==> src/rtl/i2cs_pkg.sv <==
package i2cs_pkg;

  // Protocol sequencer states
  typedef enum logic [2:0] {
    ST_IDLE,   // waiting for START
    ST_RX,     // shifting a byte in (address or data)
    ST_ACK,    // pulling SDA low for the acknowledge clock
    ST_HOLD,   // stretching SCL until the host clears irq
    ST_SETUP,  // first transmit bit placed, SCL still held
    ST_TX,     // shifting a byte out
    ST_TACK,   // reading the master's acknowledge
    ST_DONE    // silent until the next START
  } i2cs_state_e;

endpackage

==> src/rtl/i2cs_sync.sv <==
module i2cs_sync #(
  parameter int   STAGES  = 2,
  parameter logic RST_VAL = 1'b1
) (
  input  logic clk,
  input  logic rst_n,
  input  logic d,
  output logic q
);

  generate
    if (STAGES == 1) begin : g_single
      logic stage_q;
      always_ff @(posedge clk or negedge rst_n) begin
        if (!rst_n) stage_q <= RST_VAL;
        else        stage_q <= d;
      end
      assign q = stage_q;
    end else begin : g_chain
      logic [STAGES-1:0] chain_q;
      always_ff @(posedge clk or negedge rst_n) begin
        if (!rst_n) chain_q <= {STAGES{RST_VAL}};
        else        chain_q <= {chain_q[STAGES-2:0], d};
      end
      assign q = chain_q[STAGES-1];
    end
  endgenerate

endmodule

==> src/rtl/i2cs_busmon.sv <==
module i2cs_busmon (
  input  logic clk,
  input  logic rst_n,
  input  logic scl_s,
  input  logic sda_s,
  output logic scl_rise,
  output logic scl_fall,
  output logic start_det,
  output logic stop_det
);

  logic scl_q, sda_q;

  always_ff @(posedge clk or negedge rst_n) begin
    if (!rst_n) begin
      scl_q <= 1'b1;
      sda_q <= 1'b1;
    end else begin
      scl_q <= scl_s;
      sda_q <= sda_s;
    end
  end

  assign scl_rise  =  scl_s & ~scl_q;
  assign scl_fall  = ~scl_s &  scl_q;
  // SDA moving while SCL stays high marks a bus condition
  assign start_det =  scl_s &  scl_q &  sda_q & ~sda_s;
  assign stop_det  =  scl_s &  scl_q & ~sda_q &  sda_s;

endmodule

==> src/rtl/i2cs_shifter.sv <==
module i2cs_shifter #(
  parameter int W = 8
) (
  input  logic         clk,
  input  logic         rst_n,
  input  logic         load,
  input  logic [W-1:0] load_val,
  input  logic         shift_en,
  input  logic         bit_in,
  output logic [W-1:0] q
);

  always_ff @(posedge clk or negedge rst_n) begin
    if (!rst_n)        q <= '0;
    else if (load)     q <= load_val;
    else if (shift_en) q <= {q[W-2:0], bit_in};
  end

  // a transmit load never coincides with a shift
  p_load_shift_excl_r8: assert property (@(posedge clk) disable iff (!rst_n)
    !(load && shift_en));

endmodule

==> src/rtl/i2c_gc_slave.sv <==
module i2c_gc_slave #(
  parameter int DATA_W      = 8,
  parameter int SYNC_STAGES = 2
) (
  input  logic              clk,
  input  logic              rst_n,
  input  logic              scl_i,
  input  logic              sda_i,
  output logic              scl_oe,
  output logic              sda_oe,
  input  logic [DATA_W-2:0] own_addr,
  input  logic              gc_en,
  input  logic              ack_en,
  input  logic [DATA_W-1:0] tx_data,
  input  logic              irq_clr,
  output logic              irq,
  output logic [DATA_W-1:0] rx_data,
  output logic              is_gc,
  output logic              is_tx
);
  import i2cs_pkg::*;

  localparam int CNT_W = $clog2(DATA_W + 1);
  localparam logic [CNT_W-1:0] CNT_FULL = CNT_W'(DATA_W);
  localparam logic [CNT_W-1:0] CNT_LAST = CNT_W'(DATA_W - 1);

  logic scl_s, sda_s;
  logic scl_rise, scl_fall, start_det, stop_det;

  i2cs_sync #(.STAGES(SYNC_STAGES), .RST_VAL(1'b1)) u_sync_scl (
    .clk(clk), .rst_n(rst_n), .d(scl_i), .q(scl_s));
  i2cs_sync #(.STAGES(SYNC_STAGES), .RST_VAL(1'b1)) u_sync_sda (
    .clk(clk), .rst_n(rst_n), .d(sda_i), .q(sda_s));

  i2cs_busmon u_mon (
    .clk(clk), .rst_n(rst_n), .scl_s(scl_s), .sda_s(sda_s),
    .scl_rise(scl_rise), .scl_fall(scl_fall),
    .start_det(start_det), .stop_det(stop_det));

  i2cs_state_e       state;
  logic [CNT_W-1:0]  cnt;
  logic              addr_ph, dir_r, gc_r, irq_r, mack_r;
  logic [DATA_W-1:0] rx_r;

  logic              sh_load, sh_shift, sh_in;
  logic [DATA_W-1:0] sh_q;

  i2cs_shifter #(.W(DATA_W)) u_shift (
    .clk(clk), .rst_n(rst_n), .load(sh_load), .load_val(tx_data),
    .shift_en(sh_shift), .bit_in(sh_in), .q(sh_q));

  // address decode on the completed first byte
  logic own_hit, gc_hit, addr_ok;
  assign own_hit = (sh_q[DATA_W-1:1] == own_addr);
  assign gc_hit  = gc_en && (sh_q == '0);
  assign addr_ok = ack_en && (own_hit || gc_hit);

  assign sh_load  = (state == ST_HOLD) && irq_clr && dir_r;
  assign sh_shift = ((state == ST_RX) && scl_rise && (cnt != CNT_FULL)) ||
                    ((state == ST_TX) && scl_fall && (cnt != CNT_LAST));
  assign sh_in    = (state == ST_RX) ? sda_s : 1'b1;

  always_ff @(posedge clk or negedge rst_n) begin
    if (!rst_n) begin
      state   <= ST_IDLE;
      cnt     <= '0;
      addr_ph <= 1'b0;
      dir_r   <= 1'b0;
      gc_r    <= 1'b0;
      irq_r   <= 1'b0;
      mack_r  <= 1'b0;
      rx_r    <= '0;
    end else begin
      if (irq_clr) irq_r <= 1'b0;
      if (stop_det) begin
        state <= ST_IDLE;
      end else if (start_det) begin
        state   <= ST_RX;
        cnt     <= '0;
        addr_ph <= 1'b1;
      end else begin
        case (state)
          ST_RX: begin
            if (scl_rise && (cnt != CNT_FULL)) begin
              cnt <= cnt + CNT_W'(1);
            end else if (scl_fall && (cnt == CNT_FULL)) begin
              if (addr_ph) begin
                if (addr_ok) begin
                  state <= ST_ACK;
                  dir_r <= sh_q[0];
                  gc_r  <= gc_hit;
                end else begin
                  state <= ST_DONE;
                end
              end else if (ack_en) begin
                state <= ST_ACK;
                rx_r  <= sh_q;
              end else begin
                state <= ST_DONE;
              end
            end
          end
          ST_ACK: begin
            if (scl_fall) begin
              state   <= ST_HOLD;
              irq_r   <= 1'b1;
              addr_ph <= 1'b0;
              cnt     <= '0;
            end
          end
          ST_HOLD: begin
            if (irq_clr) state <= dir_r ? ST_SETUP : ST_RX;
          end
          ST_SETUP: begin
            state <= ST_TX;
            cnt   <= '0;
          end
          ST_TX: begin
            if (scl_fall) begin
              if (cnt == CNT_LAST) begin
                state <= ST_TACK;
                cnt   <= '0;
              end else begin
                cnt <= cnt + CNT_W'(1);
              end
            end
          end
          ST_TACK: begin
            if (scl_rise) begin
              mack_r <= ~sda_s;
            end else if (scl_fall) begin
              if (mack_r) begin
                state <= ST_HOLD;
                irq_r <= 1'b1;
              end else begin
                state <= ST_DONE;
              end
            end
          end
          default: ;
        endcase
      end
    end
  end

  assign scl_oe  = (state == ST_HOLD) || (state == ST_SETUP);
  assign sda_oe  = (state == ST_ACK) ||
                   (((state == ST_SETUP) || (state == ST_TX)) && !sh_q[DATA_W-1]);
  assign irq     = irq_r;
  assign rx_data = rx_r;
  assign is_gc   = gc_r;
  assign is_tx   = dir_r;

  // the clock is only stretched while the interrupt is pending
  p_hold_irq_r5: assert property (@(posedge clk) disable iff (!rst_n)
    (state == ST_HOLD) |-> irq_r);

  // a clear strobe during the hold ends it on the next cycle
  p_clr_release_r5: assert property (@(posedge clk) disable iff (!rst_n)
    (irq_clr && state == ST_HOLD) |=> (!irq_r && state != ST_HOLD));

  // a general call match needs the enable
  p_gc_needs_en_r3: assert property (@(posedge clk) disable iff (!rst_n)
    $rose(gc_r) |-> $past(gc_en));

  // SDA drive only changes while the sampled clock was low
  p_sda_move_low_r8: assert property (@(posedge clk) disable iff (!rst_n)
    (sda_oe != $past(sda_oe)) |-> !$past(scl_s));

  // a START always restarts address reception
  p_start_restart_r10: assert property (@(posedge clk) disable iff (!rst_n)
    (start_det && !stop_det) |=> (state == ST_RX && cnt == '0 && addr_ph));

  // a STOP releases both lines
  p_stop_idle_r11: assert property (@(posedge clk) disable iff (!rst_n)
    stop_det |=> (state == ST_IDLE && !sda_oe && !scl_oe));

  // a silent slave raises no interrupt
  p_done_quiet_r7: assert property (@(posedge clk) disable iff (!rst_n)
    (state == ST_DONE) |=> !$rose(irq_r));

endmodule

==> config.mk <==
export PLATFORM = sky130hd
export DESIGN_NAME = i2c_gc_slave
export DESIGN_NICKNAME = d
export VERILOG_FILES = /design/src/rtl/i2cs_pkg.sv /design/src/rtl/i2cs_sync.sv /design/src/rtl/i2cs_busmon.sv /design/src/rtl/i2cs_shifter.sv /design/src/rtl/i2c_gc_slave.sv
export SDC_FILE = /design/constraint.sdc
export NUM_CORES = 1
export LEC_CHECK = 0
export ABC_AREA = 0
export BUFFER_PORTS_ARGS = -buffer_cell sky130_fd_sc_hd__buf_4
export CAP_MARGIN = 10
export CORE_MARGIN = 4
export CORE_UTILIZATION = 55
export CTS_CLUSTER_SIZE = 30
export DETAILED_ROUTE_END_ITERATION = 10
export PLACE_DENSITY = 0.89
export SLEW_MARGIN = 20
export SYNTH_ARGS = -nofsm -noshare
export SYNTH_HDL_FRONTEND = slang
export SYNTH_SLANG_ARGS = --single-unit
==> constraint.sdc <==
create_clock -name clk -period 2.4 [get_ports clk]
set_input_delay 0.36 -clock clk [delete_from_list [all_inputs] [get_ports clk]]
set_output_delay 0.36 -clock clk [all_outputs]
set_load 0.01 [all_outputs]
After elaboration in Yosys (flattened, before gate mapping)
Cells that the tools add are included.
{ "word_totals": {"ff_bits": 34, "word_cells": 116, "input_bits": 22, "out_inout_bits": 13} }
{ "classes": {"n_addsub": 1, "eq_ne": 22, "muxes": 36, "reduce_logical": 29, "n_bitwise": 15} }
{ "ops": {"columns": ["op", "n"], "rows": [
  ["3-bit 2-to-1 mux", 15],
  ["4-bit != test (second input constant)", 7],
  ["4-bit 2-to-1 mux", 5],
  ["3-bit one-hot mux with 6 select lines", 1],
  ["8-bit 2-to-1 mux", 2],
  ["4-bit one-hot mux with 4 select lines", 1],
  ["7-bit AND reduction", 2],
  ["4-bit by 3-bit != test with 1-bit output (second input constant)", 3],
  ["1-bit logical AND", 11],
  ["1-bit 2-to-1 mux", 11],
  ["3-bit equality test (second input constant)", 3],
  ["9-bit AND reduction", 1],
  ["8-bit logical NOT", 1],
  ["1-bit NOT", 8],
  ["8-bit nonzero test", 1],
  ["1-bit bitwise AND", 7],
  ["7-bit equality test", 1],
  ["3-bit by 2-bit equality test with 1-bit output (second input constant)", 2],
  ["3-bit != test (second input constant)", 2],
  ["2-bit nonzero test", 3],
  ["1-bit logical OR", 5],
  ["5-bit AND reduction", 1],
  ["5-bit nonzero test", 1],
  ["4-bit by 1-bit adder with 4-bit output (second input constant)", 1],
  ["8 further kinds", 8]
]} }

Logic depth before layout (Yosys ltp)
{ "depth": {"ltp_word": 11, "ltp_mapped": 8} }

Hierarchy
Synthesis repeated with hierarchy kept, for this count alone.
{ "unflattened": {"hier_cells": 174, "hier_area_um2": 1820.5} }
{ "by_module_without_submodules": {"columns": ["mod", "area_per_inst_um2", "cells_each", "seq_area_each_um2", "instances"], "rows": [
  ["i2c_gc_slave", 1257.5, 130, 500.5, 1],
  ["i2cs_shifter", 372.9, 34, 200.2, 1],
  ["i2cs_sync", 52.6, 2, 52.6, 2],
  ["i2cs_busmon", 85.1, 6, 52.6, 1]
]} }

Worst setup path before layout
OpenSTA, ideal clock, no wires.
{ "synth_timing": {"kind": "reg-to-reg", "startpoint": "reg cnt[0]", "endpoint": "reg dir_r, in the netlist is_tx", "setup_time_ns": 0.128, "stages_incl_launch_ff": 7, "n_path_buf": 0, "period_less_slack_ns": 1.901, "t_required_ns": 2.272, "slack_ns": 0.499, "arrival_ns": 1.774, "path_cell_list": "dfrtp_1 -> inv_1 -> ha_1 -> nand3b_1 -> or4_4 -> nor3b_2 -> mux2_1"} }
{ "synth_between": {"elab_chain_cells": 4} }
{ "synth_rtl": {"columns": ["element", "line", "text"], "rows": [
  ["start, declared", "i2c_gc_slave.sv:41", "logic [CNT_W-1:0] cnt;"],
  ["start signal, assigned", "i2c_gc_slave.sv:85", "cnt <= cnt + CNT_W'(1);"],
  ["start signal, assigned", "i2c_gc_slave.sv:124", "cnt <= cnt + CNT_W'(1);"],
  ["4-bit != test", "i2c_gc_slave.sv:84", "if (scl_rise && (cnt != CNT_FULL)) begin"],
  ["1-bit logical AND", "i2c_gc_slave.sv:84", null],
  ["1-bit NOT (no source line)", null, null],
  ["7-bit AND reduction (no source line) *", null, null],
  ["end signal, assigned", "i2c_gc_slave.sv:90", "dir_r <= sh_q[0];"],
  ["end, declared", "i2c_gc_slave.sv:42", "logic addr_ph, dir_r, gc_r, irq_r, mack_r;"]
]} }
Every way passes the cells marked *; elsewhere a longest branch is shown, timed or not.
A chain may end at the register's enable or synchronous reset.

Final worst setup path
{ "layout_timing": {"startpoint": "reg state[1]", "endpoint": "out sda_oe"} }
{ "layout_between": {"elab_chain_cells": 4} }
{ "layout_rtl": {"columns": ["element", "line", "text"], "rows": [
  ["start, declared", "i2c_gc_slave.sv:40", "i2cs_state_e state;"],
  ["start signal, assigned", "i2c_gc_slave.sv:112", "if (irq_clr) state <= dir_r ? ST_SETUP : ST_RX;"],
  ["3-bit equality test", "i2c_gc_slave.sv:148", "(((state == ST_SETUP) || (state == ST_TX)) && !sh_q[DATA_W-1]);"],
  ["1-bit logical OR", "i2c_gc_slave.sv:148", null],
  ["1-bit logical AND", "i2c_gc_slave.sv:148", null],
  ["1-bit logical OR *", "i2c_gc_slave.sv:147", "assign sda_oe = (state == ST_ACK) ||"],
  ["end, declared", "i2c_gc_slave.sv:10", "output logic sda_oe,"]
]} }
Marks and branches as above.

==> flow_summary_export.csv <==
group,metric,value,unit
layout,final_common_cell,"buf_4",
sta,skew,0.0111,ns
sta,fmax,0.449,GHz
critical_path,worstPathMaxFanout,13,
routing,wl_met1,1.92,mm
critical_path,crit_chain,"buf_4 > or3b_1 > o21ai_0 > buf_4",
clock_network,path_clk_slew,0.10,ns
routing,wirelength,4.28,mm
clock_network,cts_tree,"built",
power_and_ir_drop,leakage,1.03,nW
die,io_pins,35,
sta,period_needed,2.23,ns
synth,yosysUniqueCellTypes,48,
routing,wire_per_inst,15.9,um
clock_network,numClockSinks,34,
grt,antenna_found_initial,0,
grt,grt_max_degree,35,
run,max_cap_viol_count,0,
synth,ys.flop_type,"dfrtp_1",
layout,drive_above_1_share,0.257,
power_and_ir_drop,powerDensity,1060,nW/um^2
placed_design,numPortBuffers,34,
placed_design,dp_slack,0.380,ns
clock_network,cts_max_level,2,
die,initial_core_util,0.592,
sta,timing.final.max_slew_violations,0,
die,dieArea,4390,um^2
sta,setup_ws,0.175,ns
critical_path,arrival,1.87,ns
die,rows,20,
clock_network,cts_resized,0,
placed_design,hpwl,3.15,mm
layout,syn_to_final_growth,21.5,%
synth,yosysWarnings,0,
synth,avgSynthCellArea,10.1,um^2
sta,rsz0062_at_grt,"no",
routing,wl_met2,2.01,mm
sta,hold_viol_final,0,
synth,synth-edff-count,0,
power_and_ir_drop,switching_share,0.393,
critical_path,end_kind,"output port",
die,die_y,66.2,um
clock_network,clock_path_buffers,2,
placed_design,gp_congestion,0.881,
critical_path,path_class,"flip-flop to output port",
critical_path,cp-start-kind,"flip-flop",
routing,first_pass_iters,4,
routing,dr.first_iter.drc_count,120,
sta,fin_crit_sh,0.927,
power_and_ir_drop,intPower,0.00146,W
layout,nets,249,
synth,synth_cells,185,
power_and_ir_drop,p_seq_frac,0.389,
grt,grt_usage,0.214,
routing,wl_met3,258,um
critical_path,crit_path_max_incr_delay,0.60,ns
power_and_ir_drop,p_switching,0.000944,W
synth,synthArstFlopShare,1.00,
grt,grt_overflow,0,
layout,fillers,237,
layout,n_antenna_cell,0,
grt,grt_pass1_wl,7.03,mm
critical_path,required,2.04,ns
clock_network,numCtsBuffers,5,
hold_path,hp-class,"primary input to flip-flop",
synth,seq_area_frac_synth,0.460,
die,core,3150,um^2
sta,finalSetupTns,0,ns
synth,synth.cell_area,1870,um^2
clock_network,clock_latency,0.35,ns
layout,final_util,0.719,
routing,maxUsedRoutingLayer,"met4",
status,outcome,"complete, no violations",
sta,maxSlewHeadroom,0.662,
critical_path,crit_top_cell,"buf_4",
sta,finalSetupViolCount,0,
routing,antenna_left,0,
power_and_ir_drop,p_clk_frac,0.172,
routing,viasPerCell,5.80,
routing,vias,1565,
routing,route.detailed.drc,0,
layout,layout_common_cells,"buf_4 (38), dfrtp_1 (28), nand2_1 (19)",
critical_path,cp_slowest_cell,"dfrtp_1",
die,die_x,66.2,um
grt,grt_pass1_vias,1513,
power_and_ir_drop,ir_worst_vdd,664,uV
synth,synth-seq-cells,34,
sta,tightest_slew,0.506,ns
synth,syn_nets,209,
power_and_ir_drop,pwr-share-comb,0.438,
clock_network,cts_root_buf,"clkbuf_4",
[power by group through the flow]
stage / combinational (W) / clock [W] / sequential (W)
after floorplan: 0.000773 / 0 / 0.000876
after global placement: 0.00102 / 0 / 0.000938
after detailed placement: 0.00104 / 0 / 0.000942
after CTS: 0.00105 / 0.000419 / 0.000931
after global routing: 0.00117 / 0.000449 / 0.000962
final: 0.00105 / 0.000414 / 0.000935
[worst max-delay path, delay by kind of cell (launching register included)]
family          cells  cell delay (ns)
flops               1             0.60
simple gates        1             0.40
buf+inv             2             0.40
compound gates      1             0.13
[Yosys cell counts (2+ instances only)]
master / n / area share
nor4_1: 2 / 0.0067
a21oi_2: 2 / 0.0094
nor2b_1: 4 / 0.013
inv_1: 7 / 0.014
or3b_1: 3 / 0.014
nand2_1: 19 / 0.038
nand3b_1: 3 / 0.012
o211ai_1: 2 / 0.0080
dfstp_2: 6 / 0.085
o221ai_1: 2 / 0.0094
a221o_1: 6 / 0.032
or2_1: 2 / 0.0067
a211o_1: 3 / 0.014
xnor2_1: 8 / 0.038
nand2b_1: 6 / 0.020
o21ai_0: 8 / 0.021
a21o_1: 3 / 0.012
nand4_1: 2 / 0.0067
clkbuf_1: 2 / 0.0040
dfrtp_1: 28 / 0.38
o21ai_1: 5 / 0.013
nor2_1: 7 / 0.014
nand4b_1: 2 / 0.0094
buf_2: 4 / 0.011
ha_1: 2 / 0.013
nor3b_1: 2 / 0.0080
nand3_1: 4 / 0.011
o22ai_1: 2 / 0.0067
a21oi_1: 11 / 0.030
mux2i_1: 2 / 0.011
mux2_1: 9 / 0.054
[layer usage]
metal | vias up | global-route usage
met5 | - | 0
met2 | 53 | 0.318
li1 | 756 | -
met1 | 747 | 0.295
met3 | 9 | 0.0476
met4 | 0 | 0.0990
[area by class of cell]
| cell class | instances | area [um^2] | area share |
|---|---|---|---|
| Tap cell | 44 | 55.1 | 0.0243 |
| Clock inverter | 2 | 37.5 | 0.0166 |
| Timing Repair Buffer | 39 | 295 | 0.130 |
| Multi-Input combinational cell | 137 | 950 | 0.419 |
| Clock buffer | 6 | 41.3 | 0.0182 |
| Inverter | 8 | 30.0 | 0.0132 |
| Sequential cell | 34 | 858 | 0.379 |
[flip-flops by register name (all words and copies together) (netlist names)]
signal and cells:
rx_data 8, u_shift.q 8, cnt 4, state 3, u_sync_scl.g_chain.chain_q 2, u_sync_sda.g_chain.chain_q 2
addr_ph 1, irq 1, is_gc 1, is_tx 1, mack_r 1, u_mon.scl_q 1
u_mon.sda_q 1
[stage by stage]
stage | hold WS (ns) | cells | power [W] | instance area (um^2)
3_5_place_dp | 0.317 | 261 | 0.00198 | 2180
3_3_place_gp | 0.322 | 261 | 0.00196 | 2180
5_1_grt | 0.0913 | 270 | 0.00259 | 2270
6_report | 0.105 | 270 | 0.00240 | 2270
4_1_cts | 0.103 | 270 | 0.00240 | 2270
2_1_floorplan | 0.0644 | 185 | 0.00165 | 1870
[timing repair]
| action | 4_1_cts | 5_1_grt |
|---|---|---|
| setup buffers | 0 | 0 |
| hold buffers | 1 | 0 |
| endpoints found under the hold margin | 28 | 0 |
[cell families after synthesis]
| logic type | share of synthesized area |
|---|---|
| compound gates | 0.183 |
| mux | 0.0711 |
| simple gates | 0.204 |
| fa+ha+maj | 0.0134 |
| buf+inv | 0.0309 |
| flops | 0.460 |
| xor+xnor | 0.0376 |
[path summary, 6_finish.rpt]
path                                               start  depth (start not counted)                             to  slack, ns
setup / recovery                                state[1]                          4                         sda_oe       0.17
hold / removal                                     sda_i                          1  u_sync_sda.g_chain.chain_q[0]       0.11
max in group asynchronous                          rst_n                          2                    u_mon.sda_q       1.58
setup reg to reg                                  cnt[0]                          6                     rx_data[7]       0.35
min in group asynchronous                          rst_n                          2                     rx_data[2]       0.48
hold reg to reg            u_sync_sda.g_chain.chain_q[0]                          0  u_sync_sda.g_chain.chain_q[1]       0.36
No activity file was read; power rests on OpenSTA's default activity.
